`config.mk`:
```
export PLATFORM = sky130hd
export DESIGN_NAME = walsh_synth
export DESIGN_NICKNAME = d
export VERILOG_FILES = /design/src/rtl/walsh_pkg.sv /design/src/rtl/walsh_step_gen.sv /design/src/rtl/walsh_coef_bank.sv /design/src/rtl/walsh_accum.sv /design/src/rtl/walsh_synth.sv
export SDC_FILE = /design/constraint.sdc
export NUM_CORES = 1
export LEC_CHECK = 0
export BUFFER_PORTS_ARGS = -buffer_cell sky130_fd_sc_hd__buf_4
export CORE_ASPECT_RATIO = 1.1
export CORE_MARGIN = 5
export CORE_UTILIZATION = 35
export DETAILED_ROUTE_END_ITERATION = 8
export PLACE_DENSITY_LB_ADDON = 0.12
export SETUP_SLACK_MARGIN = 0.3
export SLEW_MARGIN = 10
export SYNTH_ARGS = -nofsm -noshare
export SYNTH_HDL_FRONTEND = slang
export SYNTH_SLANG_ARGS = --single-unit
```
`constraint.sdc`:
```
create_clock -name clk -period 11.9 [get_ports clk]
set_input_delay 0.595 -clock clk [delete_from_list [all_inputs] [get_ports clk]]
set_output_delay 0.595 -clock clk [all_outputs]
set_load 0.01 [all_outputs]
```
`src/rtl/walsh_pkg.sv`:
```
// Shared helpers for the Walsh-series synthesizer.
// Assumes the waveform index and phase fit in 32 bits.
package walsh_pkg;

    // Level of Walsh waveform idx at phase ph: 1 when (idx & ph) has even parity.
    function automatic logic walsh_level(input logic [31:0] idx, input logic [31:0] ph);
        return ~(^(idx & ph));
    endfunction

endpackage

```
`src/rtl/walsh_step_gen.sv`:
```
// Phase generator. Synchronizes the square-wave reference, detects its rising
// edges and advances a CNT_W-bit phase counter on each of them.
// Assumes the reference is slow compared with clk (each level lasts at least two clocks).
module walsh_step_gen #(
    parameter int CNT_W = 4
) (
    input  logic             clk,
    input  logic             rst_n,
    input  logic             ref_sq,
    output logic [CNT_W-1:0] phase,
    output logic             adv,
    output logic             wrap_now
);
    logic [1:0] sync_q;
    logic       prev_q;
    logic       rise;

    // Two-stage synchronizer followed by a delayed copy for edge detection.
    always_ff @(posedge clk) begin
        if (!rst_n) begin
            sync_q <= '0;
            prev_q <= 1'b0;
        end else begin
            sync_q <= {sync_q[0], ref_sq};
            prev_q <= sync_q[1];
        end
    end

    assign rise     = sync_q[1] & ~prev_q;
    assign wrap_now = rise && (phase == {CNT_W{1'b1}});

    // Phase counter, plus a pulse that marks the clock in which the phase changed.
    always_ff @(posedge clk) begin
        if (!rst_n) begin
            phase <= '0;
            adv   <= 1'b0;
        end else begin
            adv <= rise;
            if (rise) phase <= phase + 1'b1;
        end
    end
endmodule

```
`src/rtl/walsh_coef_bank.sv`:
```
// Coefficient storage: a staging copy written by the host and an active copy
// used by the summing logic. The active copy loads on the wrap step only.
// Assumes a write in the wrap cycle itself is applied at the following wrap.
module walsh_coef_bank #(
    parameter int NUM   = 16,
    parameter int SEL_W = 4,
    parameter int MAG_W = 8
) (
    input  logic               clk,
    input  logic               rst_n,
    input  logic               wr_en,
    input  logic [SEL_W-1:0]   wr_sel,
    input  logic               wr_neg,
    input  logic [MAG_W-1:0]   wr_mag,
    input  logic               load,
    output logic [NUM-1:0]     act_neg,
    output logic [NUM*MAG_W-1:0] act_mag
);
    logic [NUM-1:0]       stg_neg;
    logic [NUM*MAG_W-1:0] stg_mag;

    // Host writes land in the staging copy.
    always_ff @(posedge clk) begin
        if (!rst_n) begin
            stg_neg <= '0;
            stg_mag <= '0;
        end else if (wr_en) begin
            stg_neg[wr_sel]                 <= wr_neg;
            stg_mag[wr_sel*MAG_W +: MAG_W]  <= wr_mag;
        end
    end

    // The active copy takes the staged values at the period boundary.
    always_ff @(posedge clk) begin
        if (!rst_n) begin
            act_neg <= '0;
            act_mag <= '0;
        end else if (load) begin
            act_neg <= stg_neg;
            act_mag <= stg_mag;
        end
    end
endmodule

```
`src/rtl/walsh_accum.sv`:
```
// Summing stage: forms the signed sum of all weighted, polarity-adjusted Walsh
// waveforms for the current phase and registers it every clock.
// Assumes SUM_W >= MAG_W + CNT_W + 1 so that the full-scale sum cannot overflow.
module walsh_accum
    import walsh_pkg::*;
#(
    parameter int CNT_W = 4,
    parameter int MAG_W = 8,
    parameter int NUM   = 16,
    parameter int SUM_W = 13
) (
    input  logic                    clk,
    input  logic                    rst_n,
    input  logic [CNT_W-1:0]        phase,
    input  logic [NUM-1:0]          act_neg,
    input  logic [NUM*MAG_W-1:0]    act_mag,
    input  logic                    adv,
    output logic signed [SUM_W-1:0] sample_out,
    output logic                    sample_stb
);
    logic signed [SUM_W-1:0] acc;

    // Add or subtract each weight depending on the adjusted waveform level.
    always_comb begin
        acc = '0;
        for (int k = 0; k < NUM; k++) begin
            logic                    lvl;
            logic signed [SUM_W-1:0] w;
            lvl = walsh_level(32'(k), 32'(phase)) ^ act_neg[k];
            w   = SUM_W'(act_mag[k*MAG_W +: MAG_W]);
            acc = lvl ? acc + w : acc - w;
        end
    end

    // Output register and its strobe, one clock after the phase change.
    always_ff @(posedge clk) begin
        if (!rst_n) begin
            sample_out <= '0;
            sample_stb <= 1'b0;
        end else begin
            sample_out <= acc;
            sample_stb <= adv;
        end
    end
endmodule

```
`src/rtl/walsh_synth.sv`:
```
// Top of the Walsh-series synthesizer. Links the phase generator, the
// coefficient bank and the summing stage. One sample per reference rising edge.
// Assumes clk is the system clock and ref_sq is asynchronous to it.
module walsh_synth #(
    parameter int CNT_W = 4,
    parameter int MAG_W = 8
) (
    input  logic                                clk,
    input  logic                                rst_n,
    input  logic                                ref_sq,
    input  logic                                wr_en,
    input  logic [CNT_W-1:0]                    wr_sel,
    input  logic                                wr_neg,
    input  logic [MAG_W-1:0]                    wr_mag,
    output logic [CNT_W-1:0]                    phase,
    output logic signed [MAG_W+CNT_W:0]         sample_out,
    output logic                                sample_stb
);
    localparam int NUM   = 1 << CNT_W;
    localparam int SUM_W = MAG_W + CNT_W + 1;

    logic                 adv;
    logic                 wrap_now;
    logic [NUM-1:0]       act_neg;
    logic [NUM*MAG_W-1:0] act_mag;

    walsh_step_gen #(.CNT_W(CNT_W)) u_step (
        .clk      (clk),
        .rst_n    (rst_n),
        .ref_sq   (ref_sq),
        .phase    (phase),
        .adv      (adv),
        .wrap_now (wrap_now)
    );

    walsh_coef_bank #(.NUM(NUM), .SEL_W(CNT_W), .MAG_W(MAG_W)) u_bank (
        .clk     (clk),
        .rst_n   (rst_n),
        .wr_en   (wr_en),
        .wr_sel  (wr_sel),
        .wr_neg  (wr_neg),
        .wr_mag  (wr_mag),
        .load    (wrap_now),
        .act_neg (act_neg),
        .act_mag (act_mag)
    );

    walsh_accum #(.CNT_W(CNT_W), .MAG_W(MAG_W), .NUM(NUM), .SUM_W(SUM_W)) u_acc (
        .clk        (clk),
        .rst_n      (rst_n),
        .phase      (phase),
        .act_neg    (act_neg),
        .act_mag    (act_mag),
        .adv        (adv),
        .sample_out (sample_out),
        .sample_stb (sample_stb)
    );
endmodule


```
# Word level (Yosys, flattened, before mapping)
# Cells that the tools add are included.
[totals]
out_inout_bits = 18
wordCells = 117
ff_bits = 310
input_bits = 17
[op_classes]
n_reduce_logical = 17
n_mux = 20
n_lt_le_gt_ge = 2
n_eq_ne = 1
n_addsub = 33
bitwise_logic = 32
n_shift = 2
[ops]
columns = ["op", "n"]
rows = [
  ["$reduce_xor A32 Y1", 15],
  ["$mux W13", 16],
  ["$add A13 B9 Y13", 15],
  ["$sub A13 B9 Y13", 15],
  ["$bwmux W128", 1],
  ["$shift A8 B34 Y128 const A", 1],
  ["$shiftx A8 B34 Y128", 1],
  ["$neg A7 Y34", 1],
  ["$bwmux W16", 1],
  ["$not A1 Y1", 16],
  ["$xor A1 B1 Y1", 15],
  ["$sub A1 B8 Y9 const A", 1],
  ["$lt A4 B5 Y1 const B", 1],
  ["$add A4 B1 Y4 const B", 1],
  ["$demux W1 S4", 1],
  ["$eq A4 B4 Y1 const B", 1],
  ["$ge A4 B1 Y1 const B", 1],
  ["$logic_and A1 B1 Y1", 2],
  ["$and A1 B1 Y1", 1],
  ["$mux W1", 1],
]

# Logic depth before layout (Yosys ltp)
[logic_depth]
depth_word = 32
depth_mapped = 60
mapped_depth_nobuf = 60

# By module
# From an unflattened synthesis, not the netlist that was laid out.
[unflattened]
cells_unflattened = 2508
area_unflattened_um2 = 21727.1
[by_module_without_submodules]
columns = ["module", "seq_area_each_um2", "cells_each", "area_each_um2", "n_inst"]
rows = [
  ["walsh_coef_bank", 5765.5, 1110, 11078.1, 1],
  ["walsh_accum", 280.3, 1372, 10344.9, 1],
  ["walsh_step_gen", 160.2, 26, 304.0, 1],
]

# Worst setup path before layout
# Ideal clock, no wire load.
[synth_timing]
path_kind = "register to register"
start = "register u_step.phase[0]"
end = "register u_acc.sample_out[12]"
stages_incl_launch_ff = 52
setup_time_ps = 128
n_path_buf = 1
t_required_ps = 11772
t_arrival_ps = 11821
path_slack_ps = -48
synth_period_minus_slack_ps = 11948
cell_sequence = "dfxtp_1 -> buf_4 -> xnor2_1 -> mux2_2 -> fa_1 -> fa_1 -> fa_1 -> fa_1 -> fa_1 -> fa_1 -> a21o_1 -> a21oi_1 -> xnor2_1 -> ha_1 -> nand2_1 -> o21ai_0 -> nor2b_1 -> ha_1 -> [... 16 more ...] -> nor3_1 -> xnor2_1 -> ha_1 -> xor2_1 -> ha_1 -> xor2_1 -> ha_1 -> a21oi_1 -> o21ai_0 -> xor2_1 -> ha_1 -> or4_1 -> o22ai_1 -> xnor2_1 -> xnor2_1 -> xnor3_1 -> xnor2_1 -> nor2_1"
[synth_via]
elab_chain_len = 32
elab_cells_between_ends = 67
cone_classes = "28 x add/sub; 15 x mux; 16 x bitwise; 8 x reduce/logical"
[synth_rtl]
columns = ["element", "line", "source"]
rows = [
  ["from (decl)", "walsh_step_gen.sv:10", "output logic [CNT_W-1:0] phase,"],
  ["from (signal assigned)", "walsh_step_gen.sv:39", "if (rise) phase <= phase + 1'b1;"],
  ["$reduce_xor A32 Y1", "walsh_pkg.sv:7", "return ~(^(idx & ph));"],
  ["$not A1 Y1", "walsh_pkg.sv:7", ""],
  ["$xor A1 B1 Y1", "walsh_accum.sv:29", "lvl = walsh_level(32'(k), 32'(phase)) ^ act_neg[k];"],
  ["$mux W13", "walsh_accum.sv:31", "acc = lvl ? acc + w : acc - w;"],
  ["$sub A13 B9 Y13 or $add A13 B9 Y13 (tied branches)", "walsh_accum.sv:31", ""],
  ["$mux W13", "walsh_accum.sv:31", ""],
  ["$sub A13 B9 Y13 or $add A13 B9 Y13 (tied branches)", "walsh_accum.sv:31", ""],
  ["$mux W13", "walsh_accum.sv:31", ""],
  ["[... 16 more ...]", "-", ""],
  ["$sub A13 B9 Y13 or $add A13 B9 Y13 (tied branches)", "walsh_accum.sv:31", ""],
  ["$mux W13", "walsh_accum.sv:31", ""],
  ["$sub A13 B9 Y13 or $add A13 B9 Y13 (tied branches)", "walsh_accum.sv:31", ""],
  ["$mux W13", "walsh_accum.sv:31", ""],
  ["$sub A13 B9 Y13 or $add A13 B9 Y13 (tied branches)", "walsh_accum.sv:31", ""],
  ["$mux W13", "walsh_accum.sv:31", ""],
  ["$sub A13 B9 Y13 or $add A13 B9 Y13 (tied branches)", "walsh_accum.sv:31", ""],
  ["$mux W13 *", "walsh_accum.sv:31", ""],
  ["to (signal assigned)", "walsh_accum.sv:38", "sample_out <= '0;"],
  ["to (signal assigned)", "walsh_accum.sv:41", "sample_out <= acc;"],
  ["to (decl)", "walsh_accum.sv:18", "output logic signed [SUM_W-1:0] sample_out,"],
]
# Every way passes the cells marked *; elsewhere a longest branch is shown, timed or not.
# A chain may end at the register's enable or synchronous reset.

# Final worst setup path
[layout_timing]
start = "register u_bank.act_mag[8]"
end = "register u_acc.sample_out[12]"
[layout_via]
elab_chain_len = 30
elab_cells_between_ends = 45
cone_classes = "30 x add/sub; 15 x mux"
[layout_rtl]
columns = ["element", "line", "source"]
rows = [
  ["from (decl)", "walsh_coef_bank.sv:17", "output logic [NUM*MAG_W-1:0] act_mag"],
  ["from (signal assigned)", "walsh_coef_bank.sv:40", "act_mag <= stg_mag;"],
  ["$sub A13 B9 Y13 or $add A13 B9 Y13 (tied branches)", "walsh_accum.sv:31", ""],
  ["$mux W13 *", "walsh_accum.sv:31", ""],
  ["$sub A13 B9 Y13 or $add A13 B9 Y13 (tied branches)", "walsh_accum.sv:31", ""],
  ["$mux W13 *", "walsh_accum.sv:31", ""],
  ["$sub A13 B9 Y13 or $add A13 B9 Y13 (tied branches)", "walsh_accum.sv:31", ""],
  ["$mux W13 *", "walsh_accum.sv:31", ""],
  ["$sub A13 B9 Y13 or $add A13 B9 Y13 (tied branches)", "walsh_accum.sv:31", ""],
  ["$mux W13 *", "walsh_accum.sv:31", ""],
  ["[... 14 more ...]", "-", ""],
  ["$sub A13 B9 Y13 or $add A13 B9 Y13 (tied branches)", "walsh_accum.sv:31", ""],
  ["$mux W13 *", "walsh_accum.sv:31", ""],
  ["$sub A13 B9 Y13 or $add A13 B9 Y13 (tied branches)", "walsh_accum.sv:31", ""],
  ["$mux W13 *", "walsh_accum.sv:31", ""],
  ["$sub A13 B9 Y13 or $add A13 B9 Y13 (tied branches)", "walsh_accum.sv:31", ""],
  ["$mux W13 *", "walsh_accum.sv:31", ""],
  ["$sub A13 B9 Y13 or $add A13 B9 Y13 (tied branches)", "walsh_accum.sv:31", ""],
  ["$mux W13 *", "walsh_accum.sv:31", ""],
]
# Marks and branches as above.

==> results.md <==
* RSZ-0062 raised after global routing: true
* CP Class: reg -> reg
* F_max at 82.44 MHz
* DRT iter0 DRCs at 931
* Overall routing resource usage at 0.1903
* Core area at 59,860 µm²
* Pin count of the biggest net entering global routing at 131
* Max Clock Skew at 0.01295 ns
* Die width at 244.3 µm
* Seq/Total Area, Yosys at 0.2936
* Worst path most repeated cell: buf_4
* Initial antenna violation count at 1
* Layout cells sized above 1 at 0.2107
* First-pass GRT wire length at 100,900 µm
* CTS Buf Count at 35
* Synth cell types at 60
* Netlist Area Pre-Place at 21,140 µm²
* Synth Instances at 2,732
* Pint at 0.001697 W
* Clk_lat worst skew at 0.52 ns
* Hold wc startpoint: ref_sq
* Critical Path Start: u_bank.act_mag[8]
* Prevailing post-synth register cell: dfxtp_1
* Slew headroom at 0.2492
* Share of total power in the clock network at 0.481
* Finished Layout Cells at 3,697
* Root buf cell: clkbuf_16
* Switching part of the total at 0.2325
* Asr flop ratio synth at 0
* Cell row count at 94
* Dpl hpwl at 48,500 µm
* Placed insts at 3,580
* Worst slew pin tran at 1.126 ns
* Synth-to-Final Area Change at 26.67%
* Initial Util at 0.3531
* Average size of a mapped cell at 7.738 µm²
* CP Launch Type: flip-flop
* Critical Path RT at 12.25 ns
* Fin. max-slew vios at 0
* Critical Path End Type: flip-flop
* Io pins at 35
* R2r startpoint: u_bank.act_mag[8]
* Total wire length at 65,140 µm
* Top Family by Delay on Critical Path: adder cells
* DR vias at 19,160
* Failing checks: setup timing
* Largest cells by area after synthesis: dfxtp_1 (29%), ha_1 (12%), a21oi_1 (11%)
* DR WL/cell at 17.62 µm
* Crit path buf inv count at 29
* Combinational share of power at 0.047
* EDFF count, synth at 0
* Grt ovf at 0
* Critical Path Max Stage Delay at 0.61 ns
* Most instantiated cells after synthesis: a21oi_1 (449), nand2_1 (410), dfxtp_1 (310), nor2_1 (267), ha_1 (204)
* Synth Warn # at 0
* First-pass DRT Iterations at 5
* # port buffers at 34
* CTS sink cnt at 310
* Chip Height at 267.8 µm
* Synth top area share at 0.2936
* Syn nets at 2,968
* CTS tree: done
* CTS clk-pin slew, worst paths at 0.06 ns
* Fin nets at 3,142
* Antenna Nets Post-Route at 0
* Largest area contributor in the netlist: dfxtp_1
* DRC viols at 0
* CTS max path bufs at 3
* Slowest stage cell, crit path: fa_2
* PD cells at 82.55 nW/µm²
* Most frequent cell after synthesis: a21oi_1
* Vias/cell at 5.184
* Status: finished, violations left
* Max_cap viols at 0
* Tmin final at 12.13 ns
* Leak at 11.08 nW
* Worst Path Arrival at 12.48 ns
* Vias in the first global route at 18,540
* Crit-path max FO at 4
* Final estimated routing congestion in global placement at 0.8630
* H-tree levels at 2
* Worst min-delay path category: in -> reg
* Fin. Hold Viols at 0
* Synth Register Bits at 310
* Final setup fails at 1
* P_sw at 0.0005138 W
* Peak VDD IR at 0.1050 mV
* Crit share post-route at 1.019
* Final Worst Setup Slack at -0.2295 ns
* Die Area at 65,420 µm²
* Post-route core utilization at 0.4473
* Fillers at 5,926
* Sequential power share at 0.472
## power by group through the flow
stage	sequential (W)	combinational, W	clock [W]
2_1_floorplan	0.00107	0.0000629	0
3_3_place_gp	0.00107	0.000103	0
3_5_place_dp	0.00107	0.000103	0
4_1_cts	0.00104	0.000104	0.00109
5_1_grt	0.00104	0.000112	0.00113
6_report	0.00104	0.000105	0.00106
## worst paths after layout
kind	to	slack [ns]	cells after the start
worst min-delay path	u_step.sync_q[0]	0.31	2
worst max-delay path	u_acc.sample_out[12]	-0.23	67
worst max register to register	u_acc.sample_out[12]	-0.23	67
worst min register to register	u_acc.sample_stb	0.43	1
## through the flow
| step | area [µm²] | hold slack (ns) | worst slack, ns | total power (W) | TNS (ns) |
|---|---|---|---|---|---|
| after floorplan | 21220 | 0.4118 | 0.3921 | 0.001129 | 0 |
| after global placement | 23260 | 0.4222 | -0.6337 | 0.001169 | -0.6337 |
| after detailed placement | 23260 | 0.4250 | -0.9078 | 0.001169 | -0.9078 |
| after CTS | 25490 | 0.2817 | -0.2632 | 0.002238 | -0.2632 |
| after global routing | 26780 | 0.3095 | -0.6679 | 0.002285 | -0.6679 |
| final | 26780 | 0.3121 | -0.2295 | 0.002210 | -0.2295 |
## flip-flops by register name (all words and copies together), names as in the netlist
name,cells
u_acc.sample_out,13
u_acc.sample_stb,1
u_bank.act_mag,128
u_bank.act_neg,16
u_bank.stg_mag,128
u_bank.stg_neg,16
u_step.adv,1
u_step.phase,4
u_step.prev_q,1
u_step.sync_q,2
## routing by layer
metal	vias to the layer above	share of wire	track usage
met5	-	0	0
met4	0	0.036	0.06665
met3	101	0.035	0.02387
met2	275	0.47	0.3211
met1	9029	0.46	0.2532
li1	9759	-	-
## final cells by class
class / count / area (µm²) / share of cell area
diodes: 1 / 2.502 / 0.00009345
clock buffers: 46 / 997.2 / 0.03724
clock inverters: 13 / 125.1 / 0.004672
inverters: 110 / 420.4 / 0.01570
multi-input cells: 2186 / 16070 / 0.6000
flip-flops and latches: 310 / 6211 / 0.2319
well taps: 768 / 960.9 / 0.03588
repair buffers: 263 / 1993 / 0.07443
## cells by family (layout without fill, tap and decap cells)
family                     count (synthesis)  in the layout  share of synthesized area
buffers and inverters                    236            432                    0.04226
xor gates and xnor gates                 284            284                     0.1262
adders and majority gates                219            219                     0.1349
and+or+nand+nor                          968            968                     0.1987
muxes                                     48             48                    0.02356
DFF                                      310            310                     0.2936
AOI/OAI and AO/OA                        667            667                     0.1807
other                                      0              1                          0
## cell usage in the layout (no fill, tap or decap), drive strengths merged, types with 6 or more instances in the layout
cell,n
a211oi,6
a21o,23
a21oi,450
a31oi,20
a41oi,24
and2,14
and3,19
buf,263
clkbuf,46
clkinv,8
dfxtp,310
fa,15
ha,204
inv,112
mux2,14
mux2i,34
nand2,410
nand2b,27
nand3,70
nand4,15
nor2,267
nor2b,8
nor3,93
nor4,15
o21a,12
o21ai,48
o21bai,49
o31ai,7
o41ai,6
or2,6
or3,9
xnor2,157
xnor3,11
xor2,114
## what timing repair did
action / CTS / global route
hold buffers: 0 / 0
setup buffers: 39 / 18
gates resized for setup: 143 / 194
setup endpoints to repair: 2 / 5
pin swaps: 104 / 120
No activity file was read; power rests on OpenSTA's default activity.
